**config.mk**
```make
export PLATFORM = sky130hd
export DESIGN_NAME = updn_cnt_stage
export DESIGN_NICKNAME = d
export VERILOG_FILES = /design/src/rtl/updn_cnt_stage.sv
export SDC_FILE = /design/constraint.sdc
export NUM_CORES = 1
export LEC_CHECK = 0
export BUFFER_PORTS_ARGS = -buffer_cell sky130_fd_sc_hd__clkbuf_2
export CAP_MARGIN = 20
export CORE_AREA = 2 2 39 41
export DETAILED_ROUTE_END_ITERATION = 16
export DIE_AREA = 0 0 41 43
export PLACE_DENSITY_LB_ADDON = 0.15
export SETUP_SLACK_MARGIN = 0.5
export SLEW_MARGIN = 25
export SYNTH_ARGS = -nofsm -noshare
export SYNTH_HDL_FRONTEND = slang
export SYNTH_SLANG_ARGS = --single-unit
```
**constraint.sdc**
```tcl
create_clock -name clk -period 1.4 [get_ports clk]
set_input_delay 0.14 -clock clk [delete_from_list [all_inputs] [get_ports clk]]
set_output_delay 0.14 -clock clk [all_outputs]
set_load 0.03 [all_outputs]
```
**src/rtl/updn_cnt_stage.sv**
```systemverilog
module updn_cnt_stage #(
  parameter int WIDTH = 4
) (
  input  logic             clk,
  input  logic [WIDTH-1:0] din,
  input  logic             load_n,
  input  logic             up,
  input  logic             cep_n,
  input  logic             cet_n,
  output logic [WIDTH-1:0] q,
  output logic             tc_n
);
  localparam logic [WIDTH-1:0] TOP = {WIDTH{1'b1}};
  localparam logic [WIDTH-1:0] ONE = {{(WIDTH-1){1'b0}}, 1'b1};

  logic             step_en;
  logic [WIDTH-1:0] q_next;
  logic             at_end;

  assign step_en = ~cep_n & ~cet_n;
  assign q_next  = up ? q + ONE : q - ONE;
  assign at_end  = up ? (q == TOP) : (q == '0);
  assign tc_n    = ~(at_end & ~cet_n);

  always_ff @(posedge clk) begin
    if (!load_n)      q <= din;
    else if (step_en) q <= q_next;
  end
endmodule

```
==> results of run 1 <==
cell usage after synthesis:
cell type	instances	area share [%]
a211o_1	1	3.0
a211oi_1	1	2.6
a21oi_1	2	3.5
and4_1	1	3.0
edfxtp_1	4	42
fa_1	1	7.0
ha_1	2	8.7
inv_1	2	2.6
mux2_2	1	3.9
nand2_1	1	1.3
nand3_1	1	1.7
nand4_1	1	2.2
nor2_1	3	3.9
o21ai_0	2	3.5
o21bai_1	1	2.6
or4_1	1	2.6
xnor2_1	2	6.1
through the flow:
step / worst slack [ps] / power, mW / area (um^2) / util, %
2_1_floorplan: -203 / 0.296 / 313 / -
3_3_place_gp: -92.1 / 0.379 / 450 / 32.5
3_5_place_dp: -102 / 0.381 / 450 / 32.5
4_1_cts: -258 / 0.625 / 599 / 43.3
5_1_grt: -280 / 0.709 / 647 / 46.7
6_report: -248 / 0.667 / 647 / 46.7
report_power, final:
| part | internal (mW) | leakage [nW] | total [mW] | switching, mW |
|---|---|---|---|---|
| combinational | 0.208 | 0.240 | 0.357 | 0.150 |
| clock | 0.0959 | 0.0138 | 0.142 | 0.0465 |
| sequential | 0.156 | 0.0401 | 0.168 | 0.0118 |
| total | 0.460 | 0.294 | 0.667 | 0.208 |
cell type report:
cell class | instances | share of cell area, %
repair buffers | 29 | 40.2
well taps | 16 | 3.09
clock buffers | 3 | 3.48
multi-input cells | 21 | 33.5
flip-flops and latches | 4 | 18.6
inverters | 2 | 1.16
routing by layer:
metal,vias up,share of wire (%)
li1,169,-
met1,162,43
met2,7,55
met3,0,2.6
met4,0,0
met5,-,0
worst max-delay path by stage:
| stage | endpoint | from | cells after the start |
|---|---|---|---|
| 2_1_floorplan | q[3] | q[1] | 4 |
| 3_3_place_gp | tc_n | q[0] | 4 |
| 3_5_place_dp | tc_n | q[0] | 4 |
| 4_1_cts | tc_n | q[1] | 4 |
| 5_1_grt | tc_n | q[0] | 4 |
| 6_report | tc_n | q[0] | 4 |
worst reg2reg max path, cell delays in order, from the launching register on:
cell and delay [ps]:
edfxtp_1 390, buf_4 150, buf_6 110, fa_2 410, mux2_4 270
kinds of logic after synthesis:
| family | after synthesis | synth area share (%) |
|---|---|---|
| AND/OR/NAND/NOR | 8 | 14.8 |
| AO/OA/AOI/OAI | 7 | 15.2 |
| flip-flops | 4 | 41.7 |
| adder cells (fa/ha/maj) | 3 | 15.7 |
| XOR/XNOR | 2 | 6.09 |
| buffers and inverters | 2 | 2.61 |
| multiplexers | 1 | 3.91 |
timing repair:
| item | 4_1_cts | 5_1_grt |
|---|---|---|
| setup buffers | 7 | 2 |
| gates resized for setup | 20 | 9 |
| pin swaps | 3 | 6 |
| setup endpoints to repair | 9 | 9 |
| cloned | 0 | 0 |
==> results.tsv, run 1 <==
metric	value	unit
status	finished with violations	
violations	negative setup slack	
antenna_left	0	
synth-seq-area-share	41.7	%
cts-root-buf	clkbuf_4	
worst_ep_arrival_time	1510	ps
setup_viol	4	
wire_per_inst	12.7	um
cellPowerDensity	1030	nW/um^2
drt_iter0_drc	0	
holdPathStages	2	
max_cap_viol_count	0	
max_freq	607	MHz
antenna_found_initial	0	
whs	193	ps
grt_remaining_overflow	0	
grt-busiest-layer	met2	
hpwl	627	um
cts_buffer_depth	2	
crit_path_cell_trace	or4_1 -> nor2_2 -> o21bai_2 -> clkbuf_8	
reg2reg_to	q[1]	
htreeDepth	1	
drive_gt1_share	71.2	%
antenna_cells	0	
ctsHoldBuffers	0	
reg2reg_slack	-180	ps
ios	14	
via_per_inst	4.51	
ys_types	17	
port_buffers	13	
cts.sink_count	4	
routabilityCongestion	0.651	
core-area	1380	um^2
syn_avg_cell_area	10.7	um^2
setup_tns	-654	ps
track_usage	13.7	%
worstMarginPinSlew	212	ps
yosysWarnings	0	
vias	338	
crit_type	flop to output port	
hold_violations	0	
die_w	41	um
grt_first_pass_wirelength	1.64	mm
crit_buf_inv	1	
worst_setup_path_start_kind	flop	
grt_max_degree	7	
period_needed	1650	ps
peakVddDrop	0.463	mV
start_util	20.8	%
grt_pass1_vias	361	
instances_no_fill	75	
fillers	144	
synthesis.area	288	um^2
dr.pass1.iters	1	
synth-seq-cells	4	
syn_nets	39	
min_to	q[3]	
netlist_instances	27	
clk_latency	230	ps
top_register	q	
p_leak	0.294	nW
top_regs	q (4)	
seqCellArea	120	um^2
cts.clk_slew.worst_paths	40	ps
rsz0062_at_grt	yes	
drc	0	
grt_use_met3	1.57	%
worstPathRequired	1260	ps
reg2reg_from	q[0]	
fp-row-count	14	
cts_buffers	3	
multiInputGateArea	216	um^2
r2r_cells	4	
wl	950	um
relSlewSlack	85.8	%
die-area	1760	um^2
dp_cells	63	
cpPeakStageDelay	550	ps
mostFrequentLayoutCell	buf_6	
met2_usage	19.4	%
fin_ws	-248	ps
holdCritStartpoint	din[3]	
fin_crit_sh	118	%
endpoint_kind	output port	
area_growth	125	%
most-common-layout-cells	buf_6 (9), clkbuf_2 (8), buf_4 (7), clkbuf_4 (4), edfxtp_1 (4)	
cts_tree	done	
drv_slew	0	
cp_slowest_cell	or4_1	
nets	73	
worst-path-max-fanout	2	
min_path_type	primary input to flop	
die_h	43	um
largest_reg_flops	4	
use_met1	19.2	%
finClkSkew	2.28	ps
path_delay_family	simple AND/OR/NAND/NOR gates	
Note: power is estimated with default switching activity, not from simulation.
==> inputs of run 2 (changes only) <==
- clock period: 1.4 -> 2.06 ns (I/O delays scaled with it)
==> results.tsv, run 2 (same netlist as run 1, synthesis figures left out) <==
metric	value	unit	change
track_usage	8.81	%	-4.9 points
worst-path-max-fanout	2		unchanged
grt_first_pass_wirelength	1.02	mm	-38%
nets	61		-16%
cts_buffer_depth	2		unchanged
cts_tree	done		
wl_met3	22	um	-12%
rsz0062_at_grt	yes		
grt_pass1_vias	271		-25%
worst_ep_arrival_time	1480	ps	-30 ps
wl	720	um	-24%
drc	0		unchanged
fillers	145		+0.69%
max_freq	593	MHz	
grt_max_degree	7		unchanged
top_layer_used	met3		
port_buffers	13		unchanged
area_growth	70.4	%	
cts_buffers	3		unchanged
max_cap_viol_count	0		unchanged
mostFrequentLayoutCell	clkbuf_2		
antenna_cells	0		unchanged
htreeDepth	1		unchanged
relSlewSlack	63.6	%	-22 points
endpoint_kind	output port		
most-common-layout-cells	clkbuf_2 (12), edfxtp_1 (4), clkbuf_4 (3), buf_4 (3)		
die_h	43	um	unchanged
fp-row-count	14		unchanged
drt_iter0_drc	0		unchanged
die-area	1760	um^2	unchanged
die_w	41	um	unchanged
worstMarginPinSlew	540	ps	+328 ps
cts.clk_slew.worst_paths	30	ps	about the same
worst_setup_path_start_kind	flop		
setup_viol	0		-4
reg2reg_from	q[1]		
m1WireLength	317	um	-22%
p_leak	0.210	nW	-29%
setup_tns	0	ps	+654 ps
routabilityCongestion	0.672		+3.2%
hpwl	557	um	-11%
ios	14		unchanged
cellPowerDensity	732	nW/um^2	-29%
finClkSkew	2.36	ps	+0.0839 ps
r2r_cells	4		unchanged
dr.pass1.iters	1		unchanged
status	finished clean		
hold_violations	0		unchanged
reg2reg_to	q[1]		
crit_start	q[1]		
drv_slew	0		unchanged
wl_met2	380	um	-27%
top_regs	q (4)		
cts.sink_count	4		unchanged
crit_type	flop to output port		
reg2reg_slack	420	ps	+600 ps
grt_remaining_overflow	0		unchanged
top_register	q		
fin_crit_sh	81.8	%	
antenna_found_initial	0		unchanged
cts-root-buf	clkbuf_4		
period_needed	1690	ps	
post-route-util	35.4	%	-11 points
drive_gt1_share	59.6	%	-12 points
core-area	1380	um^2	unchanged
min_path_type	primary input to flop		
vias	278		-18%
clk_latency	230	ps	about the same
wire_per_inst	11.4	um	-9.8%
worstPathRequired	1850	ps	+590 ps
start_util	20.8	%	unchanged
antenna_left	0		unchanged
cp-endpoint	tc_n		
peakVddDrop	0.311	mV	-33%
largest_reg_flops	4		unchanged
via_per_inst	4.41		-2.1%
-- run 2: cell type report --
class                   count  area [um^2]  area share (%)
multi-input cells          21          213            43.4
flip-flops and latches      4          120            24.5
repair buffers             17          108            21.9
clock buffers               3         22.5            4.59
well taps                  16         20.0            4.08
inverters                   2         7.51            1.53
-- run 2: per-stage QoR --
stage               cells  hold slack (ps)  worst slack (ps)  power [mW]  area (um^2)
finish                 63              278               374       0.359          490
CTS                    62              273               356       0.347          452
detailed placement     56              512               490       0.238          398
global placement       56              509               487       0.236          398
global route           63              283               339       0.382          490
floorplan              27              397               457       0.201          313
-- run 2: report_power, final --
part,total (mW),internal (mW),switching (mW)
sequential,0.117,0.106,0.0103
clock,0.0905,0.0647,0.0257
combinational,0.152,0.0729,0.0791
total,0.359,0.244,0.115
-- run 2: what timing repair did --
item | in CTS | in global routing
pin swaps | 2 | 2
buffers inserted | 3 | 1
gates resized for setup | 2 | 6
hold buffers | 0 | 0
endpoints found under the setup margin | 1 | 3
-- run 2: worst min-delay path by stage --
| stage | from | to | slack, ps | depth (start not counted) |
|---|---|---|---|---|
| 6_report | din[0] | q[0] | 280 | 3 |
| 5_1_grt | din[1] | q[1] | 280 | 2 |
| 4_1_cts | din[0] | q[0] | 270 | 3 |
| 3_5_place_dp | din[0] | q[0] | 510 | 3 |
| 3_3_place_gp | din[1] | q[1] | 510 | 2 |
| 2_1_floorplan | din[0] | q[0] | 400 | 2 |
-- run 2: routing by layer --
metal | global-route usage [%] | vias to the layer above
met5 | 0 | -
met4 | 4.00 | 0
met3 | 3.14 | 0
met2 | 13.4 | 6
met1 | 10.6 | 129
li1 | - | 143
-- run 2: critical path, stage by stage (launching register included) --
cell and delay (ps):
edfxtp_1 380, or4_4 560, nor2_4 90, o21bai_2 60, clkbuf_8 160
==> inputs of run 3 (changes only) <==
- clock period: 2.06 -> 1.6 ns (I/O delays scaled with it)
==> results.tsv, run 3 (same netlist as run 1, synthesis figures left out) <==
metric	value	unit	change
status	finished with violations		
violations	negative setup slack		
core-area	1380	um^2	unchanged
cts.sink_count	4		unchanged
dpl-instance-area	405	um^2	+1.9%
cpPeakStageDelay	560	ps	about the same
wl	722	um	+0.28%
htreeDepth	1		unchanged
stdcell_area	502	um^2	+2.3%
drive_gt1_share	57.4	%	-2.1 points
max_cap_viol_count	0		unchanged
peakVddDrop	0.341	mV	+9.7%
hold_violations	0		unchanged
die_h	43	um	unchanged
use_met1	12.4	%	+1.8 points
fin_ws	-55.8	ps	-430 ps
instances_no_fill	63		unchanged
cts_buffers	3		unchanged
worst-path-max-fanout	2		unchanged
max_freq	604	MHz	
nets	61		unchanged
min_path_type	primary input to flop		
cts.clk_slew.worst_paths	40	ps	about the same
hpwl	560	um	+0.54%
worst_setup_path_start_kind	flop		
dp_cells	57		+1.8%
start_util	20.8	%	unchanged
vias	280		+0.72%
fp-row-count	14		unchanged
grt_pass1_vias	283		+4.4%
finClkSkew	1.57	ps	-0.795 ps
setup_tns	-55.8	ps	-55.8 ps
grt_remaining_overflow	0		unchanged
cts_tree	done		
track_usage	10.1	%	+1.3 points
endpoint_kind	output port		
antenna_cells	0		unchanged
drv_slew	0		unchanged
setup_viol	1		+1
cp_slowest_cell	or4_4		
dr.pass1.iters	2		+1
largest_reg_flops	4		unchanged
ctsHoldBuffers	0		unchanged
rsz0062_at_grt	yes		
cellPowerDensity	943	nW/um^2	+29%
routabilityCongestion	0.644		-4.3%
ios	14		unchanged
met2_usage	13.8	%	+0.31 points
die-area	1760	um^2	unchanged
crit_buf_inv	1		unchanged
crit_path_cell_trace	or4_4 -> nor2_4 -> o21bai_2 -> clkbuf_8		
top_regs	q (4)		
port_buffers	13		unchanged
worstMarginPinSlew	523	ps	-17.3 ps
most-common-layout-cells	clkbuf_2 (9), edfxtp_1 (4), clkbuf_4 (3), clkbuf_8 (3), buf_4 (3)		
antenna_found_initial	0		unchanged
via_per_inst	4.44		+0.72%
clk_latency	230	ps	about the same
grt_max_degree	7		unchanged
fin_crit_sh	103	%	
worst_ep_arrival_time	1500	ps	+20 ps
relSlewSlack	64.8	%	+1.2 points
drt_iter0_drc	2		+2
drc	0		unchanged
post-route-util	36.3	%	+0.81 points
crit_type	flop to output port		
grt-busiest-layer	met2		
mostFrequentLayoutCell	clkbuf_2		
worstPathRequired	1440	ps	-410 ps
wire_per_inst	11.5	um	+0.28%
grt_use_met3	3.14	%	unchanged
antenna_left	0		unchanged
p_leak	0.215	nW	+2.3%
period_needed	1660	ps	
area_growth	74.3	%	
cts-root-buf	clkbuf_4		
grt_first_pass_wirelength	1.15	mm	+13%
place_ws	50.6	ps	-439 ps
die_w	41	um	unchanged
path_delay_family	simple AND/OR/NAND/NOR gates		
cts_buffer_depth	2		unchanged
top_register	q		
run 3: changes by cell type in the layout (fill, tap and decap cells not counted), sizes merged:
cell / delta
clkbuf: -1
buf: +1
run 3: worst paths after layout:
check	start	endpoint	slack, ps	cells after the start
setup / recovery	q[1]	tc_n	-60	4
hold / removal	din[1]	q[1]	230	2
setup reg to reg	q[1]	q[3]	30	5
hold reg to reg	q[0]	q[0]	780	2
run 3: layer usage:
metal  up-vias  wire length [um]
met4         0                 0
met2         7               394
li1        143                 -
met3         0                23
met1       130               305
met5         -                 0
run 3: final cells by class:
| type | count | area, um^2 |
|---|---|---|
| Fill cell | 157 | 882 |
| Multi-Input combinational cell | 21 | 196 |
| Timing Repair Buffer | 17 | 135 |
| Sequential cell | 4 | 120 |
| Clock buffer | 3 | 22.5 |
| Tap cell | 16 | 20.0 |
| Inverter | 2 | 7.51 |
run 3: power breakdown:
part	total, mW	switching [mW]	internal, mW
registers	0.150	0.0128	0.137
clock network	0.121	0.0375	0.0836
logic	0.202	0.0988	0.104
run 3: per-stage QoR:
stage | total power [mW] | hold WS, ps
3_3_place_gp | 0.310 | 462
2_1_floorplan | 0.259 | 351
5_1_grt | 0.508 | 237
6_report | 0.473 | 228
4_1_cts | 0.470 | 221
3_5_place_dp | 0.309 | 467
run 3: timing repair:
| item | CTS | global route |
|---|---|---|
| pin swaps | 2 | 1 |
| setup endpoints to repair | 6 | 7 |
| setup buffers | 2 | 1 |
| gates resized for setup | 9 | 4 |
